[config.mk]
export PLATFORM = sky130hd
export DESIGN_NAME = smbus_seq_top
export DESIGN_NICKNAME = d
export VERILOG_FILES = /design/src/rtl/seq_pkg.sv /design/src/rtl/seq_ctrl.sv /design/src/rtl/seq_data.sv /design/src/rtl/smbus_seq_top.sv
export SDC_FILE = /design/constraint.sdc
export NUM_CORES = 1
export LEC_CHECK = 0
export ABC_AREA = 1
export BUFFER_PORTS_ARGS = -buffer_cell sky130_fd_sc_hd__buf_2
export CAP_MARGIN = 20
export CORE_MARGIN = 2
export CORE_UTILIZATION = 61
export CTS_CLUSTER_SIZE = 12
export DETAILED_ROUTE_END_ITERATION = 10
export GPL_TIMING_DRIVEN = 0
export HOLD_SLACK_MARGIN = 0.08
export PLACE_DENSITY = 0.85
export SYNTH_ARGS = -nofsm -noshare
export SYNTH_HDL_FRONTEND = slang
export SYNTH_SLANG_ARGS = --single-unit
[constraint.sdc]
create_clock -name clk -period 5.9 [get_ports clk]
set_input_delay 0.885 -clock clk [delete_from_list [all_inputs] [get_ports clk]]
set_output_delay 0.885 -clock clk [all_outputs]
set_load 0.02 [all_outputs]
[src/rtl/seq_pkg.sv]
package seq_pkg;
  localparam int BYTE_W     = 8;
  localparam int SEED_BYTES = 8;
  localparam int CODE_W     = BYTE_W * SEED_BYTES;
  localparam int PORT_W     = 5;
  localparam int LOW_W      = 6;
  localparam int SEED_IDX_W = $clog2(SEED_BYTES);
  localparam int VID_COUNT  = 3;

  localparam logic [BYTE_W-1:0] CMD_REG_A   = 8'h00;
  localparam logic [BYTE_W-1:0] CMD_REG_B   = 8'h01;
  localparam logic [BYTE_W-1:0] CMD_SEED_WR = 8'hC0;
  localparam logic [BYTE_W-1:0] CMD_SEED_RD = 8'hC1;
  localparam logic [BYTE_W-1:0] CMD_CODE_RD = 8'hC3;

  typedef enum logic [1:0] {TX_VID, TX_SEED, TX_CODE} txMode_t;

  typedef struct packed {
    logic                  snapLoad;
    logic                  stageLoad;
    logic                  seedLoad;
    logic [SEED_IDX_W-1:0] seedIdx;
    logic                  commitReg;
    logic                  regSelB;
    logic                  commitSeed;
    logic                  txClear;
    logic                  txAdvance;
    txMode_t               txMode;
  } seqStrobe_t;
endpackage

[src/rtl/seq_ctrl.sv]
module seq_ctrl
  import seq_pkg::*;
(
  input  logic              clk,
  input  logic              rstN,
  input  logic              startSeen,
  input  logic              stopSeen,
  input  logic              timeoutSeen,
  input  logic              addrHit,
  input  logic              addrRead,
  input  logic              rxValid,
  input  logic [BYTE_W-1:0] rxData,
  input  logic              txTake,
  input  logic              wpIn,
  output seqStrobe_t        ctl
);
  typedef enum logic [2:0] {S_IDLE, S_CMD, S_REGDATA, S_SCNT, S_SEED, S_READ, S_SKIP} state_t;

  state_t                state;
  logic                  pendReg, pendSeed, regIsB;
  logic [SEED_IDX_W-1:0] seedIdx;
  txMode_t               pendCmd, txMode;
  logic                  quiet;

  assign quiet = !startSeen && !stopSeen && !timeoutSeen;

  always_comb begin
    ctl            = '0;
    ctl.snapLoad   = startSeen;
    ctl.stageLoad  = quiet && rxValid && state == S_REGDATA;
    ctl.seedLoad   = quiet && rxValid && state == S_SEED;
    ctl.seedIdx    = seedIdx;
    ctl.commitReg  = stopSeen && !timeoutSeen && pendReg && !wpIn;
    ctl.commitSeed = stopSeen && !timeoutSeen && pendSeed && !wpIn;
    ctl.regSelB    = regIsB;
    ctl.txClear    = quiet && addrHit && addrRead;
    ctl.txAdvance  = txTake && state == S_READ;
    ctl.txMode     = txMode;
  end

  always_ff @(posedge clk or negedge rstN) begin
    if (!rstN) begin
      state    <= S_IDLE;
      pendReg  <= 1'b0;
      pendSeed <= 1'b0;
      regIsB   <= 1'b0;
      seedIdx  <= '0;
      pendCmd  <= TX_VID;
      txMode   <= TX_VID;
    end else if (timeoutSeen || stopSeen) begin
      state    <= S_IDLE;
      pendReg  <= 1'b0;
      pendSeed <= 1'b0;
      pendCmd  <= TX_VID;
    end else if (startSeen) begin
      state    <= S_IDLE;
      pendReg  <= 1'b0;
      pendSeed <= 1'b0;
    end else if (addrHit) begin
      if (addrRead) begin
        state  <= S_READ;
        txMode <= pendCmd;
      end else begin
        state   <= S_CMD;
        pendCmd <= TX_VID;
      end
    end else if (rxValid) begin
      case (state)
        S_CMD: begin
          state <= S_SKIP;
          if (rxData == CMD_REG_A || rxData == CMD_REG_B) begin
            regIsB <= (rxData == CMD_REG_B);
            state  <= S_REGDATA;
          end else if (rxData == CMD_SEED_WR) begin
            state <= S_SCNT;
          end else if (rxData == CMD_SEED_RD) begin
            pendCmd <= TX_SEED;
          end else if (rxData == CMD_CODE_RD) begin
            pendCmd <= TX_CODE;
          end
        end
        S_REGDATA: begin
          pendReg <= 1'b1;
          state   <= S_SKIP;
        end
        S_SCNT: begin
          seedIdx <= '0;
          state   <= (rxData == BYTE_W'(SEED_BYTES)) ? S_SEED : S_SKIP;
        end
        S_SEED: begin
          if (seedIdx == SEED_IDX_W'(SEED_BYTES - 1)) begin
            pendSeed <= 1'b1;
            state    <= S_SKIP;
          end else begin
            seedIdx <= seedIdx + 1'b1;
          end
        end
        default: ;
      endcase
    end
  end

  // a register write may only be committed by a STOP that follows a data byte
  a_r9_commit_needs_data: assert property (@(posedge clk) disable iff (!rstN)
    ctl.commitReg |-> !$past(timeoutSeen) && ($past(state) == S_SKIP || $past(state) == S_IDLE));
endmodule

[src/rtl/seq_data.sv]
module seq_data
  import seq_pkg::*;
#(
  parameter int BUSY_CYCLES = 16
) (
  input  logic              clk,
  input  logic              rstN,
  input  seqStrobe_t        ctl,
  input  logic [BYTE_W-1:0] rxData,
  input  logic [PORT_W-1:0] portIn,
  input  logic [CODE_W-1:0] codeIn,
  output logic [BYTE_W-1:0] txData,
  output logic [BYTE_W-1:0] regA,
  output logic [BYTE_W-1:0] regB,
  output logic              muxUpdate,
  output logic              stretchReq
);
  localparam int BUSY_W = $clog2(BUSY_CYCLES + 1);
  localparam int TX_W   = $clog2(SEED_BYTES + 2);
  localparam int SEL_W  = BYTE_W - LOW_W;

  logic [SEL_W-1:0]  selBits;
  logic [LOW_W-1:0]  lowA, lowB;
  logic [BYTE_W-1:0] stage;
  logic [BYTE_W-1:0] seedStage [SEED_BYTES];
  logic [CODE_W-1:0] seed, stagedSeed, blockSrc;
  logic [PORT_W-1:0] snap;
  logic [BUSY_W-1:0] busy;
  logic [TX_W-1:0]   txIdx;

  assign regA       = {selBits, lowA};
  assign regB       = {selBits, lowB};
  assign stretchReq = (busy != '0);

  for (genvar g = 0; g < SEED_BYTES; g++) begin : g_stage
    assign stagedSeed[CODE_W-1-g*BYTE_W -: BYTE_W] = seedStage[g];
  end

  always_ff @(posedge clk or negedge rstN) begin
    if (!rstN) begin
      selBits   <= 2'b10;
      lowA      <= '0;
      lowB      <= '0;
      stage     <= '0;
      seed      <= '0;
      snap      <= '0;
      busy      <= '0;
      txIdx     <= '0;
      muxUpdate <= 1'b0;
      for (int i = 0; i < SEED_BYTES; i++) seedStage[i] <= '0;
    end else begin
      muxUpdate <= ctl.commitReg;
      if (ctl.snapLoad)  snap  <= portIn;
      if (ctl.stageLoad) stage <= rxData;
      if (ctl.seedLoad)  seedStage[ctl.seedIdx] <= rxData;
      if (ctl.commitReg) begin
        selBits <= stage[BYTE_W-1:LOW_W];
        if (ctl.regSelB) lowB <= stage[LOW_W-1:0];
        else             lowA <= stage[LOW_W-1:0];
      end
      if (ctl.commitSeed) seed <= stagedSeed;
      if (ctl.commitReg || ctl.commitSeed) busy <= BUSY_W'(BUSY_CYCLES);
      else if (busy != '0)                 busy <= busy - 1'b1;
      if (ctl.txClear) txIdx <= '0;
      else if (ctl.txAdvance && txIdx != TX_W'(SEED_BYTES + 1)) txIdx <= txIdx + 1'b1;
    end
  end

  assign blockSrc = (ctl.txMode == TX_CODE) ? (codeIn | {1'b1, {(CODE_W-1){1'b0}}}) : seed;

  always_comb begin
    txData = 8'hFF;
    if (ctl.txMode == TX_VID) begin
      if      (txIdx == TX_W'(0)) txData = BYTE_W'(VID_COUNT);
      else if (txIdx == TX_W'(1)) txData = regA;
      else if (txIdx == TX_W'(2)) txData = regB;
      else if (txIdx == TX_W'(3)) txData = BYTE_W'(snap);
    end else begin
      if (txIdx == TX_W'(0))
        txData = BYTE_W'(SEED_BYTES);
      else if (int'(txIdx) <= SEED_BYTES)
        txData = BYTE_W'(blockSrc >> ((SEED_BYTES - int'(txIdx)) * BYTE_W));
    end
  end

  // first code byte always has its top bit set
  a_r7_code_msb: assert property (@(posedge clk) disable iff (!rstN)
    (ctl.txMode == TX_CODE && txIdx == TX_W'(1)) |-> txData[BYTE_W-1]);
  // the busy window only opens after a commit
  a_r10_busy_start: assert property (@(posedge clk) disable iff (!rstN)
    $rose(stretchReq) |-> $past(ctl.commitReg || ctl.commitSeed));
endmodule

[src/rtl/smbus_seq_top.sv]
module smbus_seq_top
  import seq_pkg::*;
#(
  parameter int BUSY_CYCLES = 16
) (
  input  logic              clk,
  input  logic              rstN,
  input  logic              startSeen,
  input  logic              stopSeen,
  input  logic              timeoutSeen,
  input  logic              addrHit,
  input  logic              addrRead,
  input  logic              rxValid,
  input  logic [7:0]        rxData,
  input  logic              txTake,
  output logic [7:0]        txData,
  input  logic              wpIn,
  input  logic [4:0]        portIn,
  input  logic [63:0]       codeIn,
  output logic [7:0]        regA,
  output logic [7:0]        regB,
  output logic              muxUpdate,
  output logic              stretchReq
);
  seqStrobe_t ctl;

  seq_ctrl u_ctrl (
    .clk(clk), .rstN(rstN), .startSeen(startSeen), .stopSeen(stopSeen),
    .timeoutSeen(timeoutSeen), .addrHit(addrHit), .addrRead(addrRead),
    .rxValid(rxValid), .rxData(rxData), .txTake(txTake), .wpIn(wpIn), .ctl(ctl)
  );

  seq_data #(.BUSY_CYCLES(BUSY_CYCLES)) u_data (
    .clk(clk), .rstN(rstN), .ctl(ctl), .rxData(rxData), .portIn(portIn),
    .codeIn(codeIn), .txData(txData), .regA(regA), .regB(regB),
    .muxUpdate(muxUpdate), .stretchReq(stretchReq)
  );

  // a protected STOP leaves the registers alone and starts no busy window
  a_r8_wp_blocks: assert property (@(posedge clk) disable iff (!rstN)
    (stopSeen && wpIn) |=> $stable(regA) && $stable(regB) && !muxUpdate);
  // the update pulse follows a STOP
  a_r9_update_after_stop: assert property (@(posedge clk) disable iff (!rstN)
    muxUpdate |-> $past(stopSeen));
  // the stretch request rises only right after a STOP
  a_r10_stretch_after_stop: assert property (@(posedge clk) disable iff (!rstN)
    $rose(stretchReq) |-> $past(stopSeen));
  // registers change only right after a STOP
  a_r2_regs_at_stop: assert property (@(posedge clk) disable iff (!rstN)
    !$past(stopSeen) |-> $stable(regA) && $stable(regB));
endmodule

## Word-level counts from Yosys, hierarchy flattened

Cells that the tools add are included.

- Word-level logic and storage cells: 155
- ROM bits: 0
- Memory bits (writable): 0
- Bits in latches: 0
- Bits of input ports: 87
- Memories kept: 0
- Flip-flop bits (word level): 178

- Shifts and indexed selects: 1
- Divide/modulo/power cells: 0
- Reduce and logical (&&, ||, !) cells: 47
- Multiplexer cells: 48
- Bitwise gates (word level): 5
- $mul: 0
- Magnitude comparators: 3
- $add $sub $neg: 4
- Equality and inequality tests: 23

Operators by type and width:

| operator | count |
|---|---|
| $bwmux W64 | 1 |
| $mux W64 | 1 |
| $mux W8 | 8 |
| $shr A64 B32 Y8 | 1 |
| $mux W3 | 9 |
| $demux W8 S3 | 1 |
| $eq A8 B8 Y1 const B | 3 |
| $mux W2 | 11 |
| $reduce_bool A3 Y1 | 6 |
| $logic_and A1 B1 Y1 | 15 |
| $ne A3 B2 Y1 const B | 4 |
| $pmux W3 S4 | 1 |
| $reduce_and A6 Y1 | 2 |
| $mux W1 | 11 |
| $mux W5 | 2 |
| $eq A3 B3 Y1 const B | 3 |
| $eq A4 B2 Y1 const B | 2 |
| $eq A8 B1 Y1 const B | 1 |
| $eq A8 B4 Y1 const B | 1 |
| $logic_not A8 Y1 | 1 |
| $mux W4 | 2 |
| $reduce_and A4 Y1 | 2 |
| $reduce_bool A4 Y1 | 2 |
| $reduce_and A7 Y1 | 1 |
| other kinds (27) | 40 |

## Depth between registers and ports, before layout

- Depth after elaboration: 10
- Depth in mapped cells: 13
- Mapped depth without buffers: 12

## Hierarchy

From an unflattened synthesis, not the netlist that was laid out.

- Cell total of the unflattened synthesis: 1187
- Area, all modules: 8974.9 um^2

By module, submodules not included:

| module | cells an instance | seq. area each (um^2) | area an instance (um^2) | instances |
|---|---|---|---|---|
| seq_data | 1048 | 4130.2 | 8037.7 | 1 |
| seq_ctrl | 139 | 325.3 | 937.1 | 1 |

## Least setup slack after synthesis

OpenSTA, ideal clock, no wires.

- Kind: register to output
- Start point: register u_data.txIdx[0]
- End point: output port txData[2]
- Arrival time: 2329 ps
- Stages on the path, launching flop included: 12
- Slack: 2686 ps
- Cells stage by stage: dfrtp_1 clkinv_1 clkbuf_1 ha_1 buf_2 clkinv_1 clkbuf_1 nand3_1 nand3_1 nand2_1 nand2_1 a21oi_1

- Word-level cells in the longest chain between the ends: 6
- Elaborated cells between the ends (all ways): 14
- Those cells by class: 1 x add/sub; 1 x order compare; 3 x eq/ne; 1 x shift; 7 x mux; 1 x reduce/logical

Ends and longest elaborated chain:

| what | line | source |
|---|---|---|
| from (decl) | seq_data.sv:29 | `logic [TX_W-1:0] txIdx;` |
| from (signal assigned) | seq_data.sv:65 | `else if (ctl.txAdvance && txIdx != TX_W'(SEED_BYTES + 1)) txIdx <= txIdx + 1'b1;` |
| branches (longest 5 deep; another with $sub A4 B4 Y5) | n/a |  |
| $mux W8 * | seq_data.sv:73 | `if (ctl.txMode == TX_VID) begin` |
| to (decl) | smbus_seq_top.sv:16 | `output logic [7:0] txData,` |

Mark *: on every way between the ends.

## Worst setup path in the final report

- Start point: register u_data.txIdx[0]
- End point: output port txData[1]

The elaborated chain is that of the path after synthesis.

==> out/summary.txt <==
CP startpoint kind - register
Area share of the largest cell type after synthesis - 50.08%
Endpoint of the worst register-to-register path - u_data.txIdx[1]
WL final - 24,980 um
Detailed-route DRC error count - 0
Floorplan Core Area - 14,370 sq um
Clock tree from TritonCTS - done
Power per cell area - 330.3 nW/um^2
Die outline area - 15,480 sq um
Setup Total Neg Slack - 0 ns
Clock net sink count - 178
Final setup violating endpoints - 0
H-tree lvl count - 4
Final clock skew - 0.008216 ns
Largest area contributor in the synthesized netlist - dfrtp_1
Total power - 3.385 mW
Clock transition at the register clock pins on the worst setup and hold paths after CTS - 0.07 ns
VDD IR-drop max - 0.2352 mV
Leakage power - 5.339 nW
Final critical-path share of the clock period - 78.28%
Overflow left after global routing - 0
Number of buffers added on ports - 111
Final core utilization - 71.32%
Filler cell count in the final layout - 1,142
Number of placed I/O pins - 113
Via count normalized by instance count - 5.659
Status - completed
Hold-fix buffer count after cts - 0
Die width - 124.4 um
Number of hold violations in the final report - 0
Detailed placer's ending HPWL - 18,040 um
Data required time of the worst path - 5.02 ns
TritonCTS buffer count - 17
Initial cell density of the core - 61.55%
Max clock buf depth - 2
Unrepaired setup endpoints after global routing - false
Sequential area share after synthesis - 50.38%
Vertical die dimension - 124.4 um
Slew margin rel. - 28.74%
Master cell of the clock root buffer - clkbuf_16
First-pass iteration count of the detailed router - 6
Endpoint of the worst setup timing path - txData[1]
Worst hold-check path type - primary input to async pin
Top post-synthesis cells by area - dfrtp_1, nand2_1, o21ai_0
Post-CTS Resized - 0
Most used standard cells in the synthesized netlist - nand2_1, dfrtp_1, inv_1
Number of enable-type register cells in the synthesized netlist - 0
Reg2Reg Setup Slack - 3.27 ns
DR WL/cell - 16.81 um
Pre-CTS setup slack - 1.857 ns
Via count of the routed design - 8,409
CP dominant cell by count - nand2_1
Antenna fix cells - 0
Largest driver fanout on the critical path - 11
Beginning of the critical path - u_data.txIdx[0]
Primary FF master, synth - dfrtp_1
Core Rows - 44
Layout Area Growth over Synthesis - 15.87%
Drt first-iter violations - 973
Global-route wire length before repair - 40,410 um
Sequence of cells on the critical path - clkinv_1 -> clkbuf_1 -> ha_1 -> buf_2 -> clkinv_1 -> clkbuf_1 -> nand3_1 -> nand3_1 -> nand2_1 -> nand2_1 -> nand2_1 -> nand2_1 -> nand2_1 -> buf_2
Worst Hold Margin - 0.4139 ns
Achievable Freq - 216.5 MHz
# placed instances - 1,454
Area of all placed cells without fillers - 10,250 sq um
Dominant cell by count in the synthesized netlist - nand2_1
Antenna violations before repair - 1
Distinct cells, synth - 32
Standard cell area after detailed placement - 9667 sq um
Largest net degree at the start of global routing - 92
Final Max Tran Viols - 0
Weighted congestion at the end of routability-driven global placement - 0.9699
Vias in the first global route - 7,959
Average size of a mapped cell - 7.637 sq um
Non-filler instance count after layout - 1,486
Worst reg2reg path depth - 7
Clk Latency, worst-skew pair - 0.43 ns
# nets final - 1,384
Kind of end point of the critical path - primary output
Final worst-path setup slack - 1.281 ns
Largest stage delay on the critical path - 0.46 ns
Worst setup path class - register to primary output
Gate Count Post-Synth - 1,158
Setup repair bufs after CTS - 0
Yosys warns - 0
Fraction of layout cells with a size suffix above 1 - 14.06%
RR Startpoint - u_data.txIdx[0]
Data arrival time at the worst-slack endpoint - 3.73 ns
Overall routing resource usage - 33.16%
Total nets after synthesis - 1,253
Post-Synthesis Cell Area - 8843 sq um
Post-layout minimum cycle time - 4.619 ns
Slowest library cell on the worst path - dfrtp_1
Post-synthesis register bit count - 178
Antenna violation net count after detailed routing - 0
Total area of multi-input combinational cells - 3556 sq um
Share of async-settable or async-resettable flops after synthesis - 100.0%
Area taken by flip-flops and latches - 4456 sq um
Max Cap Violations - 0
Worst-margin pin slew - 1.060 ns
-- placed cells by master, fill, tap and decap left out, types with 2 or more instances in the layout --
cell type	Yosys	routed
ha_1	8	8
o211ai_1	10	10
buf_6	4	4
inv_2	3	3
nor2_1	38	38
clkinv_8	0	2
buf_4	2	2
dfrtp_1	177	177
nand2_4	4	4
mux2_2	2	2
xor2_1	2	2
nor3_1	5	5
clkbuf_1	27	29
a32o_1	2	2
a21oi_1	17	17
nand4_1	3	3
nor2_4	2	2
buf_2	17	127
o2bb2ai_1	2	2
clkinvlp_4	0	3
nand3_1	122	122
inv_8	0	2
nand2_1	385	385
nor2_2	3	3
o21ai_1	36	36
o21ai_0	124	124
inv_6	0	3
clkbuf_16	0	17
clkinv_1	4	4
o22ai_1	4	4
inv_1	149	149
-- power breakdown --
group / total (mW) / internal [mW] / switching, mW
combinational: 0.960 / 0.299 / 0.661
sequential: 1.33 / 1.28 / 0.0410
clock: 1.10 / 0.598 / 0.502
total: 3.38 / 2.18 / 1.20
-- state kept, by name, indices dropped and copies added (netlist names) --
signal / count
u_ctrl.regIsB: 1
u_data.txIdx: 4
u_data.snap: 5
u_ctrl.state: 3
u_ctrl.pendCmd: 2
u_data.seed: 64
u_ctrl.pendReg: 1
u_data.lowB: 6
u_data.lowA: 6
u_data.seedStage: 64
u_ctrl.pendSeed: 1
u_data.selBits: 2
u_data.busy: 5
u_ctrl.txMode: 2
u_ctrl.seedIdx: 3
u_data.stage: 8
u_data.muxUpdate: 1
-- layer usage --
metal / vias to the layer above / track usage (%) / routed length (um)
li1: 3935 / - / -
met1: 3931 / 46.55 / 10610
met2: 475 / 49.95 / 11060
met3: 68 / 9.493 / 2581
met4: 0 / 11.43 / 726
met5: - / 0 / 0
-- layout make-up --
type	instances	area share, %
repair buffers	112	5.788
plain buffers	50	2.405
multi-input cells	774	34.70
clock inverters	13	1.441
flip-flops and latches	178	43.48
clock buffers	19	4.225
well taps	184	2.247
inverters	156	5.714
-- cells by family (layout without fill, tap and decap cells) --
group	Yosys count	after routing	synth area share, %
DFF	178	178	50.38
buffers and inverters	206	350	9.409
adders and majority gates	8	8	1.132
AOI/OAI and AO/OA	196	196	11.66
and+or+nand+nor	566	566	26.97
xor gates and xnor gates	2	2	0.1981
muxes	2	2	0.2547
-- worst min-delay path by stage --
stage	from	to	slack (ns)	depth (start not counted)
4_1_cts	rstN	u_data.snap[0]	0.47	1
3_3_place_gp	u_data.seedStage[23]	u_data.seed[23]	0.46	2
3_5_place_dp	u_data.seed[44]	u_data.seed[44]	0.46	2
2_1_floorplan	u_data.seed[15]	u_data.seed[15]	0.44	2
5_1_grt	rstN	u_data.snap[2]	0.47	1
6_report	rstN	u_data.snap[4]	0.41	1
-- critical path, delay by kind of cell, from the launching register on --
kind | cells | cell delay (ns)
fa+ha+maj | 1 | 0.36
buf+inv | 6 | 1.81
flops | 1 | 0.46
simple gates | 7 | 0.66
Power figures use the tool's default switching activity.
